File: src/rtl/upl_pkg.sv
package upl_pkg;

    // burst kinds: silent slot (32 cycles, no modulation), carrier/32, carrier/28
    typedef enum logic [1:0] {
        SK_QUIET = 2'd0,
        SK_FA    = 2'd1,
        SK_FB    = 2'd2
    } seg_kind_e;

    typedef struct packed {
        seg_kind_e  kind;
        logic [4:0] npulse;   // pulse count at high rate
    } seg_t;

    typedef enum logic [1:0] {
        PH_IDLE = 2'd0,
        PH_SOF  = 2'd1,
        PH_DATA = 2'd2,
        PH_EOF  = 2'd3
    } phase_e;

    localparam logic [4:0] HALF_A_PULSES = 5'd8;
    localparam logic [4:0] HALF_B_PULSES = 5'd9;
    localparam logic [4:0] LONG_A_PULSES = 5'd24;
    localparam logic [4:0] LONG_B_PULSES = 5'd27;

    function automatic seg_t mk(seg_kind_e k, logic [4:0] n);
        seg_t s;
        s.kind   = k;
        s.npulse = n;
        return s;
    endfunction

    // half of a bit that is not the carrier/32 burst
    function automatic seg_t other_half(logic dual);
        return dual ? mk(SK_FB, HALF_B_PULSES) : mk(SK_QUIET, HALF_A_PULSES);
    endfunction

    // long delimiter part that is not the carrier/32 burst
    function automatic seg_t other_long(logic dual);
        return dual ? mk(SK_FB, LONG_B_PULSES) : mk(SK_QUIET, LONG_A_PULSES);
    endfunction

    function automatic seg_t seg_lookup(phase_e ph, logic [1:0] idx, logic bitv, logic dual);
        seg_t s;
        s = mk(SK_QUIET, 5'd1);
        case (ph)
            PH_SOF: begin
                case (idx)
                    2'd0:    s = other_long(dual);
                    2'd1:    s = mk(SK_FA, LONG_A_PULSES);
                    2'd2:    s = other_half(dual);
                    default: s = mk(SK_FA, HALF_A_PULSES);
                endcase
            end
            PH_DATA: begin
                if (idx[0] == bitv) s = mk(SK_FA, HALF_A_PULSES);
                else                s = other_half(dual);
            end
            PH_EOF: begin
                case (idx)
                    2'd0:    s = mk(SK_FA, HALF_A_PULSES);
                    2'd1:    s = other_half(dual);
                    2'd2:    s = mk(SK_FA, LONG_A_PULSES);
                    default: s = other_long(dual);
                endcase
            end
            default: s = mk(SK_QUIET, 5'd1);
        endcase
        return s;
    endfunction

endpackage

File: src/rtl/upl_pulse_timer.sv
module upl_pulse_timer
    import upl_pkg::*;
#(
    parameter int DIV_A    = 32,
    parameter int DIV_B    = 28,
    parameter int MULT_LOW = 4
) (
    input  logic clk,
    input  logic rst,
    input  logic run,
    input  logic low_q,
    input  seg_t seg,
    output logic seg_done,
    output logic mod,
    output logic sel
);
    localparam int CW = $clog2(DIV_A);
    localparam int TW = 8;

    logic [CW-1:0] cyc_q;
    logic [TW-1:0] pls_q;
    logic [CW-1:0] period_m1;
    logic [CW-1:0] half_len;
    logic [TW-1:0] total_m1;
    logic          pulse_end;

    always_comb begin
        if (seg.kind == SK_FB) begin
            period_m1 = CW'(DIV_B - 1);
            half_len  = CW'(DIV_B / 2);
        end else begin
            period_m1 = CW'(DIV_A - 1);
            half_len  = CW'(DIV_A / 2);
        end
        if (low_q) total_m1 = TW'(seg.npulse) * TW'(MULT_LOW) - TW'(1);
        else       total_m1 = TW'(seg.npulse) - TW'(1);
    end

    assign pulse_end = (cyc_q == period_m1);
    assign seg_done  = run && pulse_end && (pls_q == total_m1);
    assign mod       = run && (seg.kind != SK_QUIET) && (cyc_q < half_len);
    assign sel       = run && (seg.kind == SK_FB);

    always_ff @(posedge clk) begin
        if (rst || !run || seg_done) begin
            cyc_q <= '0;
            pls_q <= '0;
        end else if (pulse_end) begin
            cyc_q <= '0;
            pls_q <= pls_q + TW'(1);
        end else begin
            cyc_q <= cyc_q + CW'(1);
        end
    end
endmodule

File: src/rtl/upl_frame_seq.sv
module upl_frame_seq
    import upl_pkg::*;
#(
    parameter int DW = 8
) (
    input  logic          clk,
    input  logic          rst,
    input  logic          start,
    input  logic          dual_sel,
    input  logic          low_rate,
    input  logic          in_valid,
    input  logic [DW-1:0] in_data,
    input  logic          seg_done,
    output logic          in_ready,
    output seg_t          seg,
    output logic          run,
    output logic          dual_q,
    output logic          low_q
);
    localparam int BW = $clog2(DW);

    phase_e        ph_q;
    logic [1:0]    idx_q;
    logic [BW-1:0] bit_q;
    logic [DW-1:0] sh_q;
    logic          fetch;

    assign run   = (ph_q != PH_IDLE);
    assign seg   = seg_lookup(ph_q, idx_q, sh_q[0], dual_q);
    assign fetch = seg_done &&
                   (((ph_q == PH_SOF) && (idx_q == 2'd3)) ||
                    ((ph_q == PH_DATA) && (idx_q == 2'd1) && (bit_q == BW'(DW - 1))));
    assign in_ready = fetch;

    always_ff @(posedge clk) begin
        if (rst) begin
            ph_q   <= PH_IDLE;
            idx_q  <= '0;
            bit_q  <= '0;
            sh_q   <= '0;
            dual_q <= 1'b0;
            low_q  <= 1'b0;
        end else if (ph_q == PH_IDLE) begin
            if (start) begin
                ph_q   <= PH_SOF;
                idx_q  <= '0;
                dual_q <= dual_sel;
                low_q  <= low_rate;
            end
        end else if (fetch) begin
            idx_q <= '0;
            bit_q <= '0;
            if (in_valid) begin
                ph_q <= PH_DATA;
                sh_q <= in_data;
            end else begin
                ph_q <= PH_EOF;
            end
        end else if (seg_done) begin
            case (ph_q)
                PH_DATA: begin
                    if (idx_q == 2'd0) begin
                        idx_q <= 2'd1;
                    end else begin
                        idx_q <= 2'd0;
                        bit_q <= bit_q + BW'(1);
                        sh_q  <= sh_q >> 1;
                    end
                end
                PH_EOF: begin
                    if (idx_q == 2'd3) ph_q <= PH_IDLE;
                    else               idx_q <= idx_q + 2'd1;
                end
                default: idx_q <= idx_q + 2'd1;
            endcase
        end
    end
endmodule

File: src/rtl/uplink_manchester_enc.sv
module uplink_manchester_enc
    import upl_pkg::*;
#(
    parameter int DW       = 8,
    parameter int DIV_A    = 32,
    parameter int DIV_B    = 28,
    parameter int MULT_LOW = 4
) (
    input  logic          clk,
    input  logic          rst,
    input  logic          start,
    input  logic          dual_sel,
    input  logic          low_rate,
    input  logic          in_valid,
    input  logic [DW-1:0] in_data,
    output logic          in_ready,
    output logic          mod_en,
    output logic          sc_sel,
    output logic          busy
);
    seg_t seg;
    logic seg_done;
    logic run;
    logic dual_q;
    logic low_q;

    upl_frame_seq #(.DW(DW)) u_seq (
        .clk      (clk),
        .rst      (rst),
        .start    (start),
        .dual_sel (dual_sel),
        .low_rate (low_rate),
        .in_valid (in_valid),
        .in_data  (in_data),
        .seg_done (seg_done),
        .in_ready (in_ready),
        .seg      (seg),
        .run      (run),
        .dual_q   (dual_q),
        .low_q    (low_q)
    );

    upl_pulse_timer #(.DIV_A(DIV_A), .DIV_B(DIV_B), .MULT_LOW(MULT_LOW)) u_tmr (
        .clk      (clk),
        .rst      (rst),
        .run      (run),
        .low_q    (low_q),
        .seg      (seg),
        .seg_done (seg_done),
        .mod      (mod_en),
        .sel      (sc_sel)
    );

    assign busy = run;
endmodule

File: config.mk
export PLATFORM = sky130hd
export DESIGN_NAME = uplink_manchester_enc
export DESIGN_NICKNAME = d
export VERILOG_FILES = /design/src/rtl/upl_pkg.sv /design/src/rtl/upl_pulse_timer.sv /design/src/rtl/upl_frame_seq.sv /design/src/rtl/uplink_manchester_enc.sv
export SDC_FILE = /design/constraint.sdc
export NUM_CORES = 1
export LEC_CHECK = 0
export ABC_AREA = 1
export BUFFER_PORTS_ARGS = -buffer_cell sky130_fd_sc_hd__buf_2
export CELL_PAD_IN_SITES_DETAIL_PLACEMENT = 1
export CELL_PAD_IN_SITES_GLOBAL_PLACEMENT = 1
export CORE_MARGIN = 2
export CORE_UTILIZATION = 35
export CTS_CLUSTER_DIAMETER = 80
export DETAILED_ROUTE_END_ITERATION = 7
export MAX_ROUTING_LAYER = met4
export PLACE_DENSITY_LB_ADDON = 0.1
export REMOVE_ABC_BUFFERS = 1
export SETUP_SLACK_MARGIN = 0.15
export SLEW_MARGIN = 20
export SYNTH_ARGS = -nofsm -noshare
export SYNTH_HDL_FRONTEND = slang
export SYNTH_HIERARCHICAL = 1
export SYNTH_SLANG_ARGS = --single-unit
export TNS_END_PERCENT = 50
File: constraint.sdc
create_clock -name clk -period 3.2 [get_ports clk]
set_input_delay 0.8 -clock clk [delete_from_list [all_inputs] [get_ports clk]]
set_output_delay 0.8 -clock clk [all_outputs]
set_load 0.02 [all_outputs]
**Word level (Yosys, flattened, before mapping)**

Index checks and enable logic that the tools add are counted.

- Add/sub/neg operators: 6
- $lt $le $gt $ge: 1
- Eq/ne operators: 15
- Multiplexer cells: 32
- Bitwise operators: 1
- Reduce and logical (&&, ||, !) cells: 28

Operators with widths:

| operator | number |
|---|---|
| $pmux 7 s3 | 3 |
| $mux 8 | 6 |
| $mux 2 | 11 |
| $mux 7 | 3 |
| $mux 3 | 5 |
| $eq 2x2->1 const B | 5 |
| $logic_and 1x1->1 | 9 |
| $reduce_bool 3->1 | 3 |
| $add 8x1->8 const B | 1 |
| $eq 8x8->1 | 1 |
| $reduce_and 4->1 | 2 |
| $reduce_bool 2->1 | 4 |
| $sub 7x1->8 const B | 1 |
| $ne 2x2->1 const B | 3 |
| $sub 5x1->6 const B | 1 |
| $add 5x1->5 const B | 1 |
| $eq 5x5->1 | 1 |
| $lt 5x5->1 | 1 |
| $mux 5 | 1 |
| $reduce_and 5->1 | 1 |
| $eq 2x1->1 const B | 2 |
| $logic_not 2->1 | 2 |
| $ne 4x4->1 const B | 1 |
| $pmux 2 s2 | 1 |
| 11 further kinds | 14 |

- Register bits after elaboration: 30
- Output and inout port bits: 4
- Logic and storage cells: 91

**Longest topological paths before layout**

Gate-level depths: netlist of the first run.

- Word-level depth: 11
- Mapped depth: 23
- Depth with buffers taken out: 22

**Cells and area by module**

The synthesis of the first run kept the hierarchy.

By module, submodules not included:

| module | times used | cells an instance | area an instance (µm²) | sequential area each (µm²) |
|---|---|---|---|---|
| upl_frame_seq | 1 | 171 | 1,074.8 | 340.3 |
| upl_pulse_timer | 1 | 152 | 1,008.5 | 260.2 |

**Worst setup path before layout of the first run**

No wires, ideal clock.

- Path type: register to output
- From: register u_seq.idx_q[0]
- To: output port in_ready
- Arrival time: 2.720 ns
- Data required time: 2.400 ns
- Setup slack: -0.320 ns
- Stages on the path, launching flop included: 18
- Buffers on the path: 0
- Cells stage by stage: dfxtp_1 > inv_1 > ha_1 > o21ai_0 > o221ai_1 > or2_2 > ha_1 > inv_1 > nand2_1 > nor3_1 > nand3_1 > nor2_1 > nand3_1 > nor2_1 > nand2_1 > inv_1 > nand2_2 > clkinv_1

RTL lines:

| item | line | source |
|---|---|---|
| start, declared | upl_frame_seq.sv:23 | `logic [1:0] idx_q;` |
| start signal, assigned | upl_frame_seq.sv:72 | `else idx_q <= idx_q + 2'd1;` |
| start signal, assigned | upl_frame_seq.sv:74 | `default: idx_q <= idx_q + 2'd1;` |
| end, declared | uplink_manchester_enc.sv:16 | `output logic in_ready,` |

==> metrics.yaml, run 1 <==
synth_edf_count: 0
cp-end-kind: "output port"
synth_xor_area_share_pct: 3.78
grt_pass1_wl_um: 10500
synth_top_area_share_pct: 28.8
total_power_mw: 0.912
ys_ff_latch: 30
worstReg2RegStart: "u_seq/idx_q[0]$_SDFFE_PP0P_"
finalCriticalPeriod_ps: 3540
first_pass_iters: 4
routedWlPerCell_um: 14.2
synthTopCellsByArea: "dfxtp_1 29%, nand2_1 17%, inv_1 8.1%"
max_freq_mhz: 283
nets: 421
rr_worst_depth: 23
violations: "negative setup slack"
synth.distinct_cells: 35
syn_area_mm2: 0.00208
multi_input_area_mm2: 0.00148
path_class: "reg2out"
root_buffer: "clkbuf_8"
async_flop_share_pct: 0
met2_usage_pct: 38.3
diodes: 0
grt.overflow.total: 0
hold_depth: 1
r2r-end: "u_seq/sh_q[0]$_SDFFE_PP0P_"
outcome: "finished, violations left"
htreeDepth: 2
rsz0062_at_grt: "true"
r2r_slack_ps: 160
synth_cells: 323
die_w_um: 81.2
areaGrowthSynthToFinish_pct: 43.7
clk_latency_ps: 280
path_clk_slew_ps: 70
synth_fa_ha_area_share_pct: 7.21
drc: 0
tritoncts: "done"
synth_most_common_cell: "nand2_1"
hold_viol_final: 0
die_area_mm2: 0.00659
power.leakage_nw: 1.46
power.density_mw_per_mm2: 305
fp.coreArea_mm2: 0.00585
holdPathEnd: "u_tmr/cyc_q[0]$_SDFF_PP0_"
post_synth.cell_area_avg_um2: 6.45
start_kind: "register"
setup_viol: 2
yosys_warnings: 6
yosys.area.top_type: "dfxtp_1"
via_per_inst: 4.85
cts_sinks: 30
grt_pass1_vias: 2330
ff_latch_area_um2: 608
seq_area_frac_synth_pct: 28.8
routabilityCongestion: 0.842
min_from: "u_tmr/cyc_q[0]$_SDFF_PP0_"
clk_path_buf_depth: 2
layout_setup_ws_ps: -338
rows: 28
track_usage_pct: 21.3
arrival_ps: 2740
vias: 2283
final.setup_skew_ps: 6.43
synthMuxAreaShare_pct: 0.480
top_usage_layer: "met2"
synth_top_family_by_area: "simple AND/OR/NAND/NOR gates"
antenna_found_initial: 0
critical_path_required_ps: 2400
drtIter0Drc: 70
drv_cap: 0
final_max_slew_viol_count: 0
chipHeight_um: 81.2
cts_buffers: 5
vdd_drop_max_mv: 0.173
synthTopCellsByCount: "93 x nand2_1, 45 x inv_1, 44 x nor2_1"
fin_crit_sh_pct: 111
grt_max_degree: 11
finalWirelength_um: 6670
min_path_type: "reg2reg"
num_io_pins: 18
port_buffers: 17
start_util_pct: 35.6
grt_use_met1_pct: 24.5
whs_ps: 452
dp_hpwl_um: 4290
grt_util_met3_pct: 3.11
fillCellCount: 775
detail-route-antenna-nets: 0
drive_above_1_share_pct: 34.1
synth_compound_area_share_pct: 6.37
crit_fanout: 4
synthSimpleGateAreaFrac_pct: 42.8
ys.flop_type: "dfxtp_1"
-- worst max-delay path, cell delays in order (launching register included) --
cell      delay (ps)
dfxtp_4          370
buf_6            120
ha_4             150
o21ai_2          140
o221ai_2         110
buf_4            150
buf_4            120
buf_4            120
buf_4            120
buf_4            120
buf_4            120
buf_4            120
buf_6            110
buf_6            110
buf_4            120
o2111a_1         230
buf_6            130
-- how the worst max path moves through the flow --
stage                                 from       end  slack [ps]
2_1_floorplan  u_seq/idx_q[0]$_SDFFE_PP0P_  in_ready        -410
3_3_place_gp   u_seq/idx_q[0]$_SDFFE_PP0P_  in_ready        -220
3_5_place_dp   u_seq/idx_q[0]$_SDFFE_PP0P_  in_ready        -280
4_1_cts        u_seq/idx_q[0]$_SDFFE_PP0P_  in_ready        -310
5_1_grt        u_seq/idx_q[0]$_SDFFE_PP0P_  in_ready        -420
6_report       u_seq/idx_q[0]$_SDFFE_PP0P_    mod_en        -340
-- stage by stage --
step / cells / setup slack [ps] / utilization [%] / TNS, ps / cell area [µm²]
floorplan: 319 / -412 / - / -629 / 2060
global placement: 444 / -221 / 42.4 / -871 / 2480
detailed placement: 444 / -283 / 42.4 / -1650 / 2480
CTS: 470 / -313 / 48.9 / -611 / 2860
global route: 471 / -425 / 51.2 / -1310 / 2990
finish: 471 / -338 / 51.2 / -577 / 2990
-- power breakdown --
part	internal, mW	leakage, nW	switching [mW]
registers	0.379	0.244	0.00821
logic	0.0876	1.17	0.116
clock network	0.173	0.0482	0.147
total	0.640	1.46	0.272
-- routing by layer --
layer  up-vias  wire length (µm)
met5         -                 0
met4         0               244
met3        19               118
met2        33              3460
met1      1070              2840
li1       1161                 -
-- cells in the final DEF (no fill, tap or decap), types with 3 or more instances in the layout --
master     n
nor2_2     4
inv_1     39
nand3_1   22
dfxtp_2    3
inv_4      3
nand4_1    9
nand3_2    5
o21ai_2    3
a21oi_2    3
dfxtp_1   26
a21oi_1    8
nand2_2    8
clkbuf_8   6
nand2_4    3
o21ai_0    6
buf_6      8
buf_2     15
nand2_1   86
inv_2      7
nor2_4     3
ha_1       6
nor2_1    40
buf_4     43
ha_4       5
xor2_1     8
-- state kept, by name (all words and copies together), names as in the netlist --
register / count
u_seq/sh_q: 8
u_tmr/cyc_q: 5
u_seq/idx_q: 2
u_tmr/pls_q: 8
u_seq/ph_q: 2
u_seq/bit_q: 3
u_seq/low_q: 1
u_seq/dual_q: 1
-- area by class of cell --
| type | count | share of cell area [%] |
|---|---|---|
| clock inverters | 1 | 0.167 |
| well taps | 75 | 3.14 |
| repair buffers | 68 | 17.6 |
| clock buffers | 7 | 2.88 |
| inverters | 50 | 6.52 |
| flip-flops and latches | 30 | 20.3 |
| multi-input cells | 240 | 49.3 |
-- kinds of logic after synthesis --
group                      count (synthesis)
xor gates and xnor gates                   9
adders and majority gates                 12
AOI/OAI and AO/OA                         24
buffers and inverters                     54
DFF                                       30
and+or+nand+nor                          192
other                                      1
muxes                                      1
-- what timing repair did --
item / 4_1_cts / 5_1_grt
cloned: 1 / 0
pin swaps: 14 / 19
setup buffers: 17 / 1
gates resized for setup: 41 / 31
endpoints found under the setup margin: 17 / 17
hold buffers: 0 / 0
Power figures use the tool's default switching activity.
==> run 2: changes to the inputs <==
--- a/config.mk
+++ b/config.mk
@@ -10,7 +10,7 @@
 export CELL_PAD_IN_SITES_DETAIL_PLACEMENT = 1
 export CELL_PAD_IN_SITES_GLOBAL_PLACEMENT = 1
 export CORE_MARGIN = 2
-export CORE_UTILIZATION = 35
+export CORE_UTILIZATION = 38
 export CTS_CLUSTER_DIAMETER = 80
 export DETAILED_ROUTE_END_ITERATION = 7
 export MAX_ROUTING_LAYER = met4
==> metrics.yaml, run 2 (same netlist as run 1, synthesis figures left out) <==
outcome: "finished, violations left"
violations: "negative setup slack"
max_freq_mhz: 271  # -4.1%
clk_path_buf_depth: 2  # unchanged
intPower_mw: 0.616  # -3.7%
rows: 26  # -7.1%
drv_cap: 0  # unchanged
cts_sinks: 30  # unchanged
die_area_mm2: 0.00609  # -7.5%
drc: 0  # unchanged
rsz0062_at_grt: "true"
final_max_slew_viol_count: 0  # unchanged
nets: 418  # -0.71%
arrival_ps: 2890  # +150 ps
top_usage_layer: "met2"
min_path_type: "reg2reg"
power_switching_mw: 0.284  # +4.6%
finalWirelength_um: 7170  # +7.6%
met2_usage_pct: 40.0  # +1.7 points
fp.coreArea_mm2: 0.00520  # -11%
setup_viol: 20  # +18
layout_setup_ws_ps: -491  # -153 ps
drtIter0Drc: 70  # unchanged
final.setup_skew_ps: 8.05  # +1.61 ps
layout_commonest_cell: "nand2_1"
routabilityCongestion: 0.879  # +4.5%
total_power_mw: 0.901  # -1.2%
clk_latency_ps: 290  # about the same
cts_buffers: 5  # unchanged
grt_pass1_wl_um: 11000  # +3.9%
layout_common_cells: "88 x nand2_1, 38 x inv_1, 38 x nor2_1, 34 x buf_4, 26 x dfxtp_1"
chipHeight_um: 78.0  # -3.8%
clkPwrFrac_pct: 32.8  # -2.4 points
vias: 2316  # +1.4%
vdd_drop_max_mv: 0.206  # +19%
via_per_inst: 5.01  # +3.4%
power.leakage_nw: 1.43  # -2.2%
crit_fanout: 4  # unchanged
critical_path_required_ps: 2400  # about the same
ff_latch_area_um2: 608  # unchanged
place_ws_ps: -285  # -2.02 ps
hold_buffers: 0  # unchanged
path_class: "reg2out"
track_usage_pct: 23.3  # +2.0 points
die_w_um: 78.0  # -3.8%
grt_pass1_vias: 2376  # +2.0%
first_pass_iters: 4  # unchanged
fin_crit_sh_pct: 115  # +4.8 points
place_inst: 433  # -2.5%
multi_input_area_mm2: 0.00146  # -1.0%
hold_viol_final: 0  # unchanged
grt.overflow.total: 0  # unchanged
top_regs: "u_seq/sh_q: 8 flops, u_tmr/pls_q: 8 flops, u_tmr/cyc_q: 5 flops"
seq_power_share_pct: 43.0  # +0.5 points
routedWlPerCell_um: 15.5  # +9.7%
grt_util_met3_pct: 4.02  # +0.91 points
finalCriticalPeriod_ps: 3690  # +153 ps
dp_hpwl_um: 4200  # -2.3%
fillCellCount: 690  # -11%
start_util_pct: 40.0  # +4.4 points
comb_power_share_pct: 24.2  # +1.8 points
detail-route-antenna-nets: 0  # unchanged
htreeDepth: 2  # unchanged
grt_use_met1_pct: 27.4  # +2.9 points
drive_above_1_share_pct: 32.7  # -1.4 points
grt_max_degree: 16  # +5
cp-end-kind: "output port"
num_io_pins: 18  # unchanged
port_buffers: 17  # unchanged
power.density_mw_per_mm2: 307  # +0.68%
layoutNonFillerInstCount: 462  # -1.9%
antenna_found_initial: 0  # unchanged
path_clk_slew_ps: 70  # about the same
whs_ps: 453  # +0.433 ps
diodes: 0  # unchanged
root_buffer: "clkbuf_8"
start_kind: "register"
tritoncts: "done"
areaGrowthSynthToFinish_pct: 41.0
switching_share_pct: 31.6  # +1.8 points
fin_setup_tns_ps: -4740  # -4160 ps
## run 2: worst paths after layout
| kind | from | endpoint | slack, ps | depth (start not counted) |
|---|---|---|---|---|
| setup / recovery | u_seq/idx_q[0]$_SDFFE_PP0P_ | in_ready | -490 | 19 |
| setup reg to reg | u_seq/idx_q[0]$_SDFFE_PP0P_ | u_tmr/pls_q[4]$_SDFFE_PP0N_ | -470 | 27 |
| hold reg to reg | u_tmr/cyc_q[0]$_SDFF_PP0_ | u_tmr/cyc_q[0]$_SDFF_PP0_ | 450 | 1 |
| hold / removal | u_tmr/cyc_q[0]$_SDFF_PP0_ | u_tmr/cyc_q[0]$_SDFF_PP0_ | 450 | 1 |
## run 2: layout make-up
| type | instances | area share [%] |
|---|---|---|
| repair buffers | 65 | 17.4 |
| flip-flops and latches | 30 | 20.7 |
| inverters | 50 | 6.56 |
| well taps | 70 | 2.98 |
| multi-input cells | 240 | 49.8 |
| clock buffers | 7 | 2.60 |
## run 2: power by group through the flow
stage	clock [mW]	combinational (mW)	sequential, mW
CTS	0.300	0.184	0.386
global placement	0	0.160	0.394
global route	0.322	0.240	0.388
floorplan	0	0.0956	0.393
finish	0.295	0.218	0.387
detailed placement	0	0.163	0.394
## run 2: critical path: stages, from the launching register on
cell and delay, ps:
dfxtp_4 370, buf_6 130, xor2_4 170, nand3_2 120
buf_6 140, buf_6 100, nand4_1 140, inv_2 80
ha_4 290, nand3b_1 100, nand2_2 110, nand3_2 110
nor2_2 120, nand3_1 100, nor2_2 150, nand2_2 90
inv_2 90, nand2_4 60, inv_4 50, buf_6 100
## run 2: routing by layer
layer | share of wire [%] | up-vias | wire length, µm
met4 | 4.5 | 0 | 321
met1 | 42 | 1079 | 3000
met3 | 3.2 | 28 | 231
met5 | 0 | - | 0
li1 | - | 1156 | -
met2 | 50 | 53 | 3620
## run 2: what timing repair did
| action | CTS | global route |
|---|---|---|
| buffers inserted | 16 | 5 |
| cloned | 1 | 0 |
| resized for setup | 43 | 32 |
| endpoints found under the setup margin | 17 | 25 |
| pin swaps | 12 | 18 |
## run 2: through the flow
stage	area [µm²]	util [%]
4_1_cts	2790	53.6
3_5_place_dp	2430	46.7
3_3_place_gp	2430	46.7
2_1_floorplan	2060	-
5_1_grt	2940	56.4
6_report	2940	56.4
